[config.mk]
export PLATFORM = sky130hd
export DESIGN_NAME = spi_ctl_port
export DESIGN_NICKNAME = d
export VERILOG_FILES = /design/src/rtl/spi_ctl_pkg.sv /design/src/rtl/spi_sync.sv /design/src/rtl/spi_mode_sel.sv /design/src/rtl/spi_frame_ctrl.sv /design/src/rtl/spi_tx_shift.sv /design/src/rtl/spi_ctl_port.sv
export SDC_FILE = /design/constraint.sdc
export NUM_CORES = 1
export LEC_CHECK = 0
export BUFFER_PORTS_ARGS = -buffer_cell sky130_fd_sc_hd__buf_2
export CAP_MARGIN = 15
export CORE_MARGIN = 4
export CORE_UTILIZATION = 40
export DETAILED_ROUTE_END_ITERATION = 10
export MAX_ROUTING_LAYER = met4
export SLEW_MARGIN = 0
export SYNTH_ARGS = -nofsm -noshare
export SYNTH_HDL_FRONTEND = slang
export SYNTH_SLANG_ARGS = --single-unit
[constraint.sdc]
create_clock -name clk_i -period 6.65 [get_ports clk_i]
set_input_delay 0.665 -clock clk_i [delete_from_list [all_inputs] [get_ports clk_i]]
set_output_delay 0.665 -clock clk_i [all_outputs]
set_load 0.005 [all_outputs]
[src/rtl/spi_ctl_pkg.sv]
package spi_ctl_pkg;
  localparam int unsigned SUB_W = 16;
  localparam logic [SUB_W-1:0] MAP_FIRST = 16'h4000;
  localparam logic [SUB_W-1:0] MAP_LAST  = 16'h4036;
  localparam logic [SUB_W-1:0] WIDE_ADDR = 16'h4002;

  typedef enum logic [1:0] {PH_CHIP, PH_ADDR_HI, PH_ADDR_LO, PH_DATA} phase_e;

  function automatic logic addr_is_hole(input logic [SUB_W-1:0] a);
    return (a < MAP_FIRST) || (a > MAP_LAST) || (a == 16'h4001) ||
           ((a >= 16'h4003) && (a <= 16'h4007)) || (a == 16'h402E) ||
           ((a >= 16'h4032) && (a <= 16'h4035));
  endfunction

  // writable without a valid master clock
  function automatic logic addr_ungated(input logic [SUB_W-1:0] a);
    return (a == MAP_FIRST) || (a == WIDE_ADDR);
  endfunction
endpackage

[src/rtl/spi_sync.sv]
module spi_sync #(
  parameter int unsigned W      = 3,
  parameter int unsigned STAGES = 2,
  parameter logic [W-1:0] RST_VAL = '0
) (
  input  logic         clk_i,
  input  logic         rst_ni,
  input  logic [W-1:0] d_i,
  output logic [W-1:0] q_o
);
  logic [W-1:0] st_q [STAGES];

  always_ff @(posedge clk_i or negedge rst_ni) begin
    if (!rst_ni) begin
      for (int s = 0; s < STAGES; s++) st_q[s] <= RST_VAL;
    end else begin
      st_q[0] <= d_i;
      for (int s = 1; s < STAGES; s++) st_q[s] <= st_q[s-1];
    end
  end

  assign q_o = st_q[STAGES-1];
endmodule

[src/rtl/spi_mode_sel.sv]
module spi_mode_sel #(
  parameter int unsigned PULSES = 3
) (
  input  logic clk_i,
  input  logic rst_ni,
  input  logic latch_s_i,
  output logic mode_o
);
  localparam int unsigned CNT_W = $clog2(PULSES + 1);

  logic             latch_p_q;
  logic [CNT_W-1:0] cnt_q;
  logic             mode_q;

  always_ff @(posedge clk_i or negedge rst_ni) begin
    if (!rst_ni) begin
      latch_p_q <= 1'b1;
      cnt_q     <= '0;
      mode_q    <= 1'b0;
    end else begin
      latch_p_q <= latch_s_i;
      if (!mode_q && latch_s_i && !latch_p_q) begin
        if (cnt_q == CNT_W'(PULSES - 1)) mode_q <= 1'b1;
        else cnt_q <= cnt_q + 1'b1;
      end
    end
  end

  assign mode_o = mode_q;

  assert_mode_sticky_R1: assert property (@(posedge clk_i) disable iff (!rst_ni)
    mode_q |=> mode_q);
endmodule

[src/rtl/spi_frame_ctrl.sv]
module spi_frame_ctrl
  import spi_ctl_pkg::*;
#(
  parameter int unsigned WIDE_BYTES = 6,
  localparam int unsigned DW    = 8 * WIDE_BYTES,
  localparam int unsigned IDX_W = $clog2(WIDE_BYTES)
) (
  input  logic             clk_i,
  input  logic             rst_ni,
  input  logic             sclk_s_i,
  input  logic             mosi_s_i,
  input  logic             latch_s_i,
  input  logic             mode_i,
  input  logic             mclk_ok_i,
  output logic             wr_en_o,
  output logic [SUB_W-1:0] wr_addr_o,
  output logic [DW-1:0]    wr_data_o,
  output logic [SUB_W-1:0] addr_o,
  output logic [IDX_W-1:0] idx_o,
  output logic             load_o,
  output logic             shift_o,
  output logic             clear_o
);
  logic             sclk_p_q, latch_p_q, in_frame_q, rw_q;
  phase_e           phase_q;
  logic [2:0]       bit_cnt_q;
  logic [6:0]       sh_q;
  logic [SUB_W-1:0] addr_q;
  logic [IDX_W-1:0] idx_q;
  logic [DW-9:0]    shadow_q;
  logic             wr_en_q, ld_q;
  logic [SUB_W-1:0] wr_addr_q;
  logic [DW-1:0]    wr_data_q;

  logic       sclk_rise, sclk_fall, latch_rise, latch_fall;
  logic [7:0] nxt_byte;
  logic       word_last, wr_ok;
  logic [DW-1:0] wide_cat;

  assign sclk_rise  = sclk_s_i && !sclk_p_q;
  assign sclk_fall  = !sclk_s_i && sclk_p_q;
  assign latch_rise = latch_s_i && !latch_p_q;
  assign latch_fall = !latch_s_i && latch_p_q;
  assign nxt_byte   = {sh_q, mosi_s_i};
  assign wide_cat   = {shadow_q, nxt_byte};
  assign word_last  = (addr_q != WIDE_ADDR) || (idx_q == IDX_W'(WIDE_BYTES - 1));
  assign wr_ok      = !addr_is_hole(addr_q) && (mclk_ok_i || addr_ungated(addr_q));

  always_ff @(posedge clk_i or negedge rst_ni) begin
    if (!rst_ni) begin
      sclk_p_q   <= 1'b0;
      latch_p_q  <= 1'b1;
      in_frame_q <= 1'b0;
      rw_q       <= 1'b0;
      phase_q    <= PH_CHIP;
      bit_cnt_q  <= '0;
      sh_q       <= '0;
      addr_q     <= '0;
      idx_q      <= '0;
      shadow_q   <= '0;
      wr_en_q    <= 1'b0;
      ld_q       <= 1'b0;
      wr_addr_q  <= '0;
      wr_data_q  <= '0;
    end else begin
      sclk_p_q  <= sclk_s_i;
      latch_p_q <= latch_s_i;
      wr_en_q   <= 1'b0;
      ld_q      <= 1'b0;
      if (latch_rise) begin
        in_frame_q <= 1'b0;
        phase_q    <= PH_CHIP;
        bit_cnt_q  <= '0;
        idx_q      <= '0;
      end else if (latch_fall && mode_i) begin
        in_frame_q <= 1'b1;
        phase_q    <= PH_CHIP;
        bit_cnt_q  <= '0;
        idx_q      <= '0;
      end else if (in_frame_q && sclk_rise) begin
        sh_q      <= nxt_byte[6:0];
        bit_cnt_q <= bit_cnt_q + 1'b1;
        if (bit_cnt_q == 3'd7) begin
          unique case (phase_q)
            PH_CHIP: begin
              rw_q    <= nxt_byte[0];
              phase_q <= PH_ADDR_HI;
            end
            PH_ADDR_HI: begin
              addr_q[15:8] <= nxt_byte;
              phase_q      <= PH_ADDR_LO;
            end
            PH_ADDR_LO: begin
              addr_q[7:0] <= nxt_byte;
              idx_q       <= '0;
              phase_q     <= PH_DATA;
              ld_q        <= rw_q;
            end
            default: begin
              if (word_last) begin
                addr_q <= addr_q + 1'b1;
                idx_q  <= '0;
              end else begin
                idx_q <= idx_q + 1'b1;
              end
              if (rw_q) begin
                ld_q <= 1'b1;
              end else begin
                shadow_q <= wide_cat[DW-9:0];
                if (word_last) begin
                  wr_en_q   <= wr_ok;
                  wr_addr_q <= addr_q;
                  wr_data_q <= (addr_q == WIDE_ADDR) ? wide_cat : {{(DW-8){1'b0}}, nxt_byte};
                end
              end
            end
          endcase
        end
      end
    end
  end

  assign wr_en_o   = wr_en_q;
  assign wr_addr_o = wr_addr_q;
  assign wr_data_o = wr_data_q;
  assign addr_o    = addr_q;
  assign idx_o     = idx_q;
  assign load_o    = ld_q;
  assign shift_o   = sclk_fall && in_frame_q;
  assign clear_o   = latch_rise;

  assert_wr_in_write_frame_R2: assert property (@(posedge clk_i) disable iff (!rst_ni)
    wr_en_o |-> !rw_q);
  assert_wr_single_pulse_R4: assert property (@(posedge clk_i) disable iff (!rst_ni)
    wr_en_o |=> !wr_en_o);
  assert_narrow_upper_zero_R5: assert property (@(posedge clk_i) disable iff (!rst_ni)
    (wr_en_o && wr_addr_o != WIDE_ADDR) |-> (wr_data_o[DW-1:8] == '0));
  assert_no_hole_write_R6: assert property (@(posedge clk_i) disable iff (!rst_ni)
    wr_en_o |-> !addr_is_hole(wr_addr_o));
  assert_mclk_gate_R7: assert property (@(posedge clk_i) disable iff (!rst_ni)
    (wr_en_o && !$past(mclk_ok_i)) |-> addr_ungated(wr_addr_o));
endmodule

[src/rtl/spi_tx_shift.sv]
module spi_tx_shift
  import spi_ctl_pkg::*;
#(
  parameter int unsigned WIDE_BYTES = 6,
  localparam int unsigned DW    = 8 * WIDE_BYTES,
  localparam int unsigned IDX_W = $clog2(WIDE_BYTES)
) (
  input  logic             clk_i,
  input  logic             rst_ni,
  input  logic [SUB_W-1:0] addr_i,
  input  logic [IDX_W-1:0] idx_i,
  input  logic [DW-1:0]    rd_data_i,
  input  logic             load_i,
  input  logic             shift_i,
  input  logic             clear_i,
  output logic             miso_o
);
  logic [7:0] lane [WIDE_BYTES];
  logic [7:0] sel_byte;
  logic [7:0] tx_q;
  logic       miso_q;

  for (genvar g = 0; g < WIDE_BYTES; g++) begin : g_lane
    assign lane[g] = rd_data_i[8*(WIDE_BYTES-1-g) +: 8];
  end

  always_comb begin
    sel_byte = rd_data_i[7:0];
    if (addr_is_hole(addr_i)) begin
      sel_byte = 8'h00;
    end else if (addr_i == WIDE_ADDR) begin
      sel_byte = 8'h00;
      for (int k = 0; k < WIDE_BYTES; k++)
        if (idx_i == IDX_W'(k)) sel_byte = lane[k];
    end
  end

  always_ff @(posedge clk_i or negedge rst_ni) begin
    if (!rst_ni) begin
      tx_q   <= '0;
      miso_q <= 1'b0;
    end else if (clear_i) begin
      tx_q   <= '0;
      miso_q <= 1'b0;
    end else if (load_i) begin
      tx_q <= sel_byte;
    end else if (shift_i) begin
      miso_q <= tx_q[7];
      tx_q   <= {tx_q[6:0], 1'b0};
    end
  end

  assign miso_o = miso_q;
endmodule

[src/rtl/spi_ctl_port.sv]
module spi_ctl_port
  import spi_ctl_pkg::*;
#(
  parameter int unsigned WIDE_BYTES  = 6,
  parameter int unsigned SYNC_STAGES = 2,
  parameter int unsigned MODE_PULSES = 3,
  localparam int unsigned DW    = 8 * WIDE_BYTES,
  localparam int unsigned IDX_W = $clog2(WIDE_BYTES)
) (
  input  logic             clk_i,
  input  logic             rst_ni,
  input  logic             sclk_i,
  input  logic             mosi_i,
  input  logic             latch_i,
  input  logic             mclk_ok_i,
  output logic             miso_o,
  output logic             spi_mode_o,
  output logic             wr_en_o,
  output logic [SUB_W-1:0] wr_addr_o,
  output logic [DW-1:0]    wr_data_o,
  output logic [SUB_W-1:0] rd_addr_o,
  input  logic [DW-1:0]    rd_data_i
);
  logic [2:0]       pins_s;
  logic             sclk_s, mosi_s, latch_s;
  logic             mode;
  logic [IDX_W-1:0] idx;
  logic             load, shift, clear;

  spi_sync #(.W(3), .STAGES(SYNC_STAGES), .RST_VAL(3'b100)) u_sync (
    .clk_i (clk_i),
    .rst_ni(rst_ni),
    .d_i   ({latch_i, mosi_i, sclk_i}),
    .q_o   (pins_s)
  );
  assign latch_s = pins_s[2];
  assign mosi_s  = pins_s[1];
  assign sclk_s  = pins_s[0];

  spi_mode_sel #(.PULSES(MODE_PULSES)) u_mode (
    .clk_i    (clk_i),
    .rst_ni   (rst_ni),
    .latch_s_i(latch_s),
    .mode_o   (mode)
  );

  spi_frame_ctrl #(.WIDE_BYTES(WIDE_BYTES)) u_frame (
    .clk_i    (clk_i),
    .rst_ni   (rst_ni),
    .sclk_s_i (sclk_s),
    .mosi_s_i (mosi_s),
    .latch_s_i(latch_s),
    .mode_i   (mode),
    .mclk_ok_i(mclk_ok_i),
    .wr_en_o  (wr_en_o),
    .wr_addr_o(wr_addr_o),
    .wr_data_o(wr_data_o),
    .addr_o   (rd_addr_o),
    .idx_o    (idx),
    .load_o   (load),
    .shift_o  (shift),
    .clear_o  (clear)
  );

  spi_tx_shift #(.WIDE_BYTES(WIDE_BYTES)) u_tx (
    .clk_i    (clk_i),
    .rst_ni   (rst_ni),
    .addr_i   (rd_addr_o),
    .idx_i    (idx),
    .rd_data_i(rd_data_i),
    .load_i   (load),
    .shift_i  (shift),
    .clear_i  (clear),
    .miso_o   (miso_o)
  );

  assign spi_mode_o = mode;

  assert_no_write_before_mode_R1: assert property (@(posedge clk_i) disable iff (!rst_ni)
    !spi_mode_o |-> !wr_en_o);
  assert_miso_idle_R9: assert property (@(posedge clk_i) disable iff (!rst_ni)
    (latch_s && $past(latch_s)) |-> !miso_o);
endmodule

==> results of run 1 <==
[sequential cells by signal (all words and copies together), names as in the netlist, 2 cells and up]
signal	flops
u_sync.q_o	3
u_tx.tx_q	8
u_frame.wr_addr_o	16
u_frame.addr_o	16
u_frame.bit_cnt_q	3
u_frame.phase_q	2
u_frame.wr_data_o	48
u_frame.idx_o	3
u_frame.shadow_q	40
u_sync.st_q	3
u_frame.sh_q	7
u_mode.cnt_q	2
[layout make-up]
| class | count | area (µm²) | area share, % |
|---|---|---|---|
| Tap cell | 229 | 287 | 3.29 |
| Clock inverter | 10 | 129 | 1.48 |
| Sequential cell | 159 | 3980 | 45.7 |
| Multi-Input combinational cell | 405 | 3070 | 35.2 |
| Clock buffer | 20 | 457 | 5.24 |
| Inverter | 19 | 71.3 | 0.819 |
| Timing Repair Buffer | 139 | 717 | 8.23 |
[cells in the mapped netlist, drive strengths merged, types with 9 or more instances]
cell type,count,area share (%)
inv,19,0.98
mux2i,13,1.8
dfrtp,156,54
nor2,27,1.4
o21ai,48,3.3
o2bb2ai,12,1.4
nand2,53,2.7
ha,16,2.7
and2,9,0.77
a22o,35,4.2
nand3,9,0.62
buf,18,1.7
clkbuf,17,0.88
a21oi,20,1.4
mux2,70,12
[logic make-up (layout without fill, tap and decap cells)]
kind of cell,after synthesis,after routing,synth area share [%]
muxes,83,83,13.5
adders and majority gates,16,16,2.75
buffers and inverters,54,188,3.52
xor gates and xnor gates,2,2,0.240
DFF,159,159,54.7
AOI/OAI and AO/OA,160,160,15.4
and+or+nand+nor,144,144,9.89
[how the worst max path moves through the flow]
stage / slack, ns / endpoint / from
finish: 3.47 / u_frame.wr_data_o[4] / u_sync.q_o[2]
global route: 3.28 / u_frame.wr_addr_o[7] / u_sync.q_o[2]
CTS: 3.22 / u_frame.wr_data_o[11] / u_sync.q_o[2]
detailed placement: 3.24 / u_frame.wr_data_o[23] / u_sync.q_o[2]
global placement: 3.30 / u_frame.wr_data_o[26] / u_sync.q_o[2]
floorplan: 4.44 / u_frame.wr_addr_o[10] / u_sync.q_o[2]
[layer usage]
layer | GRT usage [%] | share of wire (%) | vias to the layer above
met5 | - | 0 | -
met2 | 29.2 | 48 | 120
li1 | - | - | 2506
met4 | 7.10 | 2.7 | 0
met3 | 3.75 | 3.7 | 28
met1 | 23.0 | 45 | 2661
[power by group through the flow]
stage	combinational, µW	clock [µW]	sequential, µW
after floorplan	49.3	0	1030
after global placement	94.5	0	1050
after detailed placement	97.4	0	1050
after CTS	98.1	991	1040
after global routing	110	1030	1040
final	95.4	970	1040
[through the flow]
| stage | setup slack [ns] | area, µm² | total power [µW] | utilization, % | hold WS [ns] |
|---|---|---|---|---|---|
| after floorplan | 4.44 | 7290 | 1080 | - | 0.331 |
| after global placement | 3.30 | 8110 | 1150 | 45.2 | 0.334 |
| after detailed placement | 3.24 | 8110 | 1150 | 45.2 | 0.337 |
| after CTS | 3.22 | 8700 | 2130 | 48.4 | 0.318 |
| after global routing | 3.28 | 8710 | 2180 | 48.5 | 0.310 |
| final | 3.47 | 8710 | 2100 | 48.5 | 0.312 |
==> results.yml, run 1 <==
floorplan:
  die_x_um: 143
  rows: 49
  ios: 137
  die_area_um2: 20400
  initial_utilization_pct: 40.6
  die_h_um: 143
  core_area_um2: 18000
route:
  wire_per_inst_um: 17.8
  firstDrtPassIters: 4
  vias: 5315
  postRouteAntennaNets: 0
  first_iter_violations: 365
  viasPerCell: 5.42
  drc: 0
  wl_um: 17500
setup_path:
  crit_cells: 4
  r2r-start: "u_sync.q_o[2]"
  crit_path_end_kind: "flop"
  crit_type: "reg -> reg"
  path_cells: "and3b_1 > or4_2 > a21o_4 > mux2_4"
  path_buf_inv: 0
  rr_worst_depth: 4
  crit_required_ns: 6.95
  max_stage_delay_ns: 1.15
  crit_arrival_ns: 3.48
  crit_family: "simple AND/OR/NAND/NOR gates"
  critPathSlowestCell: "or4_2"
  cp_max_fo: 79
  worst_setup_path_start_kind: "flop"
  worst_r2r_endpoint: "u_frame.wr_data_o[4]"
  r2r_slack_ns: 3.47
clocking:
  clk_latency_ns: 0.42
  cts_tree: "yes"
  clock_sinks: 159
  cts_max_level: 4
  clockBufferDepth: 2
  postCtsHoldBufs: 0
  cts_buffers: 17
  clk_pin_slew_ns: 0.06
  cts_setup_buffers: 0
  cts-resized-gates: 0
  cts_root_buffer: "clkbuf_16"
timing:
  fin_crit_sh_pct: 47.8
  rsz0062_at_grt: "false"
  slew_headroom_pct: 31.3
  max_freq_ghz: 0.315
  drv_slew: 0
  hold_viol: 0
  setup_viol: 0
  clock_skew_ns: 0.00782
  fin_crit_ns: 3.18
  tightest_slew_ns: 1.03
  finalSetupTns_ns: 0
layout:
  layout_common_cells: "dfrtp_1, buf_2, nand2_1, mux2_2, o21ai_0"
  final_common_cell: "dfrtp_1"
  nets: 811
  n_fill_cell: 1638
  fin_cells: 981
  areaGrowthSynthToFinish_pct: 19.6
  diodes: 0
  drive_above_1_share_pct: 33.6
global_routing:
  gr-total-overflow: 0
  grt_max_degree: 97
  grt_first_pass_wirelength_um: 28600
  grt_pass1_vias: 5391
  grt_usage_pct: 18.3
  antenna_found_initial: 0
min_path:
  min_path_type: "in -> async"
place:
  dpl.cell_count: 950
  gp_congestion: 0.981
  io_buffer_count: 136
  dpl.hpwl_um: 12400
synthesis:
  synth_edf_count: 0
  synth_top_flop_cell: "dfrtp_1"
  ys_seq_elements: 159
  synthCells: 618
  async_reset_ff_share_pct: 100
  yosys_warnings: 0
  yosysUniqueCellTypes: 60
  synth.avg_cell_area_um2: 11.8
  yosysSeqAreaShare_pct: 54.7
  syn_area_um2: 7290
  postSynthNetCount: 688
power:
  netSwitchingFraction_pct: 23.2
  ir_drop_mv: 0.156
  leakage_uw: 0.00441
  comb_power_share_pct: 4.5
  switching_power_uw: 488
  seq_power_share_pct: 49.3
  power_frac_clock_pct: 46.2
  p_int_uw: 1610
  p_per_area_nw_per_um2: 241
outcome:
  run_status: "finished clean"
job:
  cap_violations: 0
Power figures use the tool's default switching activity.
==> run 2, diff against run 1 <==
==> constraint.sdc (replaced) <==
create_clock -name clk_i -period 2.75 [get_ports clk_i]
set_input_delay 0.275 -clock clk_i [delete_from_list [all_inputs] [get_ports clk_i]]
set_output_delay 0.275 -clock clk_i [all_outputs]
set_load 0.005 [all_outputs]
==> results.yml, run 2 (synthesis results as in run 1) <==
layout:
  areaGrowthSynthToFinish_pct: 22.5
  n_fill_cell: 1627
  nets: 835
  final_common_cell: "dfrtp_1"
  ff_latch_area_um2: 3980
  largest_reg_flops: 48
  multi_input_area_um2: 3070
  layout_common_cells: "dfrtp_1, buf_2, nand2_1, mux2_2, o21ai_0"
  diodes: 0
  final_cell_area_um2: 8930
  drive_above_1_share_pct: 35.3
timing:
  slew_headroom_pct: 54.7
  tightest_slew_ns: 0.679
  max_freq_ghz: 0.398
  finalSetupTns_ns: 0
  worst_slack_ns: 0.240
  fin_crit_sh_pct: 91.3
  hold_viol: 0
  rsz0062_at_grt: "false"
  clock_skew_ns: 0.0138
  drv_slew: 0
  setup_viol: 0
  hold_slack_ns: 0.193
  fin_crit_ns: 2.51
setup_path:
  crit_required_ns: 3.11
  cp_max_fo: 42
  worst_setup_path_start_kind: "flop"
  critPathSlowestCell: "or4_2"
  max_stage_delay_ns: 0.69
  crit_arrival_ns: 2.87
  path_cells: "and3b_1 > or4_2 > buf_4 > nor3_4 > buf_12 > a22o_1"
  crit_path_end_kind: "flop"
  crit_type: "reg -> reg"
place:
  gp_congestion: 0.969
  io_buffer_count: 136
  dpl.hpwl_um: 12700
  dpl-instance-area_um2: 8320
  dp_slack_ns: 0.223
route:
  first_iter_violations: 298
  wire_per_inst_um: 17.7
  viasPerCell: 5.41
  vias: 5446
  postRouteAntennaNets: 0
  wl_um: 17800
  firstDrtPassIters: 5
  drc: 0
clocking:
  cts_tree: "yes"
  cts_setup_buffers: 0
  cts_buffers: 17
  postCtsHoldBufs: 4
  clock_sinks: 159
  clk_pin_slew_ns: 0.06
  cts_max_level: 4
  clockBufferDepth: 2
  cts_root_buffer: "clkbuf_16"
  cts-resized-gates: 0
  clk_latency_ns: 0.42
floorplan:
  die_x_um: 143
  initial_utilization_pct: 40.6
  core_area_um2: 18000
  ios: 137
  rows: 49
  die_h_um: 143
  die_area_um2: 20400
power:
  p_per_area_nw_per_um2: 560
  leakage_uw: 0.00453
  ir_drop_mv: 0.395
  finalPower_uw: 5000
global_routing:
  antenna_found_initial: 0
  grt_pass1_vias: 5481
  grt_usage_pct: 18.4
  gr-total-overflow: 0
  grt_max_degree: 70
  grt_first_pass_wirelength_um: 28700
min_path:
  min_path_type: "in -> reg"
job:
  cap_violations: 0
outcome:
  run_status: "finished clean"
## run 2: changes by cell type in the layout (fill, tap and decap cells not counted)
cell / before / now
inv_6: 5 / 3
dlygate4sd3_1: 0 / 4
buf_12: 0 / 4
inv_8: 0 / 2
buf_8: 1 / 0
buf_4: 2 / 19
clkbuf_8: 2 / 1
bufinv_16: 2 / 1
clkinvlp_4: 1 / 4
## run 2: cell type report
| class | count | area share, % |
|---|---|---|
| clock buffer | 19 | 4.96 |
| inverter | 19 | 0.799 |
| multi-input combinational | 405 | 34.4 |
| sequential | 159 | 44.6 |
| timing repair buffer | 163 | 10.6 |
| tap | 229 | 3.21 |
| clock inverter | 12 | 1.42 |
## run 2: per-layer routing
metal  part of all wire [%]  wire (µm)  track usage, %  vias up
met3                    4.0        706            3.88       26
met2                     49       8760            29.3      159
met1                     45       7980            23.6     2708
li1                       -          -               -     2553
met5                      0          0               -        -
met4                    2.2        392            6.15        0
## run 2: through the flow
stage	std cells	util [%]
2_1_floorplan	618	-
3_3_place_gp	971	46.3
4_1_cts	1006	49.7
6_report	1006	49.7
3_5_place_dp	971	46.3
5_1_grt	1006	49.7
## run 2: worst paths after layout
path | start | end | slack (ns) | depth (start not counted)
setup / recovery | u_sync.q_o[2] | u_frame.wr_data_o[33] | 0.24 | 6
hold reg to reg | u_sync.st_q[4] | u_sync.q_o[1] | 0.35 | 0
hold / removal | rd_data_i[2] | u_tx.tx_q[2] | 0.19 | 3
min in group asynchronous | rst_ni | u_mode.cnt_q[0] | 0.43 | 2
max in group asynchronous | rst_ni | u_frame.wr_addr_o[6] | 1.56 | 3
setup reg to reg | u_sync.q_o[2] | u_frame.wr_data_o[33] | 0.24 | 6
## run 2: power by group
group          internal (µW)  switching [µW]
clock network           1290             972
logic                    114             130
registers               2400            97.7
total                   3800            1200
## run 2: worst max-delay path: cells and delay by family, from the launching register on
kind,cells,cell delay (ns)
and+or+nand+nor,3,1.18
AOI/OAI and AO/OA,1,0.15
DFF,1,0.55
buffers and inverters,2,0.53
==> run 3, diff against run 2 <==
--- a/config.mk
+++ b/config.mk
@@ -5,10 +5,12 @@
 export SDC_FILE = /design/constraint.sdc
 export NUM_CORES = 1
 export LEC_CHECK = 0
+export ABC_AREA = 1
 export BUFFER_PORTS_ARGS = -buffer_cell sky130_fd_sc_hd__buf_2
 export CAP_MARGIN = 15
 export CORE_MARGIN = 4
 export CORE_UTILIZATION = 40
+export CTS_BUF_LIST = sky130_fd_sc_hd__clkbuf_16
 export DETAILED_ROUTE_END_ITERATION = 10
 export MAX_ROUTING_LAYER = met4
 export SLEW_MARGIN = 0
==> results.yml, run 3 <==
synthesis:
  synth_common_cells: "nand2_1, dfrtp_1, o21ai_0"
  postSynthNetCount: 952
  synth_top_flop_cell: "dfrtp_1"
  synthCells: 882
  yosysTopAreaCell: "dfrtp_1"
  yosysSeqAreaShare_pct: 53.8
  yosysUniqueCellTypes: 35
  synth.most_common_cell: "nand2_1"
  synth.avg_cell_area_um2: 8.39
  async_reset_ff_share_pct: 100
  syn_area_um2: 7400
  yosys_warnings: 0
  synth_area_leaders: "dfrtp_1, nand2_1, o21ai_0"
  synth_edf_count: 0
  ys_seq_elements: 159
  synth.top_cell.area_share_pct: 52.8
floorplan:
  rows: 49
  die_area_um2: 20700
  ios: 137
  die_h_um: 144
  initial_utilization_pct: 40.9
  die_x_um: 144
  core_area_um2: 18100
timing:
  finalSetupTns_ns: 0
  rsz0062_at_grt: "false"
  setup_viol: 0
  max_freq_ghz: 0.435
  fin_crit_ns: 2.30
  slew_headroom_pct: 60.3
  drv_slew: 0
  hold_viol: 0
  fin_crit_sh_pct: 83.5
  clock_skew_ns: 0.0109
  tightest_slew_ns: 0.596
  worst_slack_ns: 0.453
global_routing:
  gr-total-overflow: 0
  grt_max_degree: 81
  grt_pass1_vias: 6043
  grt_first_pass_wirelength_um: 31100
  grt_usage_pct: 19.4
  antenna_found_initial: 0
clocking:
  clock_sinks: 159
  clk_pin_slew_ns: 0.07
  cts_tree: "yes"
  cts-resized-gates: 0
  clockBufferDepth: 2
  clk_latency_ns: 0.43
  cts_root_buffer: "clkbuf_16"
  cts_max_level: 4
  cts_buffers: 17
route:
  wl_um: 19100
  postRouteAntennaNets: 0
  wire_per_inst_um: 15.1
  drc: 0
  first_iter_violations: 371
  firstDrtPassIters: 6
  vias: 6314
  viasPerCell: 5.00
place:
  dpl.hpwl_um: 13700
  gp_congestion: 0.853
  dp_slack_ns: 0.471
  io_buffer_count: 136
job:
  cap_violations: 0
layout:
  diodes: 0
  final_common_cell: "nand2_1"
  nets: 1090
  layout_common_cells: "nand2_1, dfrtp_1, buf_2, o21ai_0, inv_1"
  drive_above_1_share_pct: 19.8
  areaGrowthSynthToFinish_pct: 20.5
  largest_reg_flops: 48
  n_fill_cell: 1789
power:
  seq_power_share_pct: 46.6
  p_int_uw: 3770
  leakage_uw: 0.00463
  finalPower_uw: 5290
  switching_power_uw: 1520
  comb_power_share_pct: 10.5
  ir_drop_mv: 0.461
  power_frac_clock_pct: 43.0
  netSwitchingFraction_pct: 28.7
  p_per_area_nw_per_um2: 593
setup_path:
  cp_max_fo: 80
  crit_required_ns: 3.05
  crit_type: "reg -> reg"
  crit_path_end_kind: "flop"
  worst_setup_path_start_kind: "flop"
  crit_arrival_ns: 2.59
outcome:
  run_status: "finished clean"
min_path:
  min_path_type: "in -> reg"
[run 3: power groups by stage]
| stage | Combinational, µW | Sequential [µW] | Clock [µW] |
|---|---|---|---|
| 2_1_floorplan | 329 | 2500 | 0 |
| 3_3_place_gp | 549 | 2510 | 0 |
| 3_5_place_dp | 551 | 2510 | 0 |
| 4_1_cts | 560 | 2460 | 2320 |
| 5_1_grt | 635 | 2470 | 2430 |
| 6_report | 553 | 2460 | 2270 |
[run 3: metrics by stage]
stage,cells,instance area [µm²],hold WS [ns],util (%)
finish,1262,8910,0.225,49.3
global route,1262,8910,0.278,49.3
CTS,1262,8910,0.213,49.3
detailed placement,1226,8300,0.298,45.9
global placement,1226,8300,0.304,45.9
floorplan,882,7400,-0.0206,-
[run 3: path summary, 6_finish.rpt]
kind                                   start               endpoint  slack, ns  cells after the start
hold reg to reg               u_sync.st_q[3]          u_sync.q_o[0]       0.36                      0
setup reg to reg           u_frame.latch_p_q  u_frame.wr_data_o[32]       0.45                     10
min in group asynchronous             rst_ni  u_frame.wr_data_o[44]       0.39                      2
setup / recovery           u_frame.latch_p_q  u_frame.wr_data_o[32]       0.45                     10
hold / removal                  rd_data_i[3]           u_tx.tx_q[3]       0.23                      7
max in group asynchronous             rst_ni   u_frame.shadow_q[16]       1.49                      3
[run 3: final cells by class]
| type | instances | area, µm² | area share, % |
|---|---|---|---|
| Clock buffer | 17 | 425 | 4.77 |
| Clock inverter | 15 | 149 | 1.67 |
| Inverter | 69 | 259 | 2.91 |
| Multi-Input combinational cell | 622 | 2980 | 33.4 |
| Sequential cell | 159 | 3980 | 44.7 |
| Tap cell | 229 | 287 | 3.21 |
| Timing Repair Buffer | 151 | 835 | 9.36 |
[run 3: routing by layer]
layer	part of all wire [%]	track usage (%)	vias up	wire length, µm
li1	-	-	3149	-
met1	46	26.5	2978	8740
met2	48	30.3	164	9210
met3	4.4	3.17	23	832
met4	1.5	5.45	0	295
met5	0	-	-	0
[run 3: kinds of logic after synthesis]
family / count (synthesis) / share of synthesized area (%)
AND/OR/NAND/NOR: 418 / 23.5
adder cells (fa/ha/maj): 16 / 2.71
flip-flops: 159 / 53.8
XOR/XNOR: 6 / 0.711
AO/OA/AOI/OAI: 182 / 13.3
buffers and inverters: 101 / 5.97
[run 3: worst max-delay path: stages (launching register included)]
cell     delay, ns
dfstp_2       0.53
inv_2         0.04
nand2_2       0.09
inv_2         0.08
a21oi_4       0.24
nand3_4       0.31
nor2_4        0.24
nand2_4       0.17
buf_12        0.25
nand2_1       0.09
o21ai_0       0.08
[run 3: what timing repair did]
action	4_1_cts	5_1_grt
hold buffers	4	0
setup buffers	0	0
hold endpoints to repair	59	0
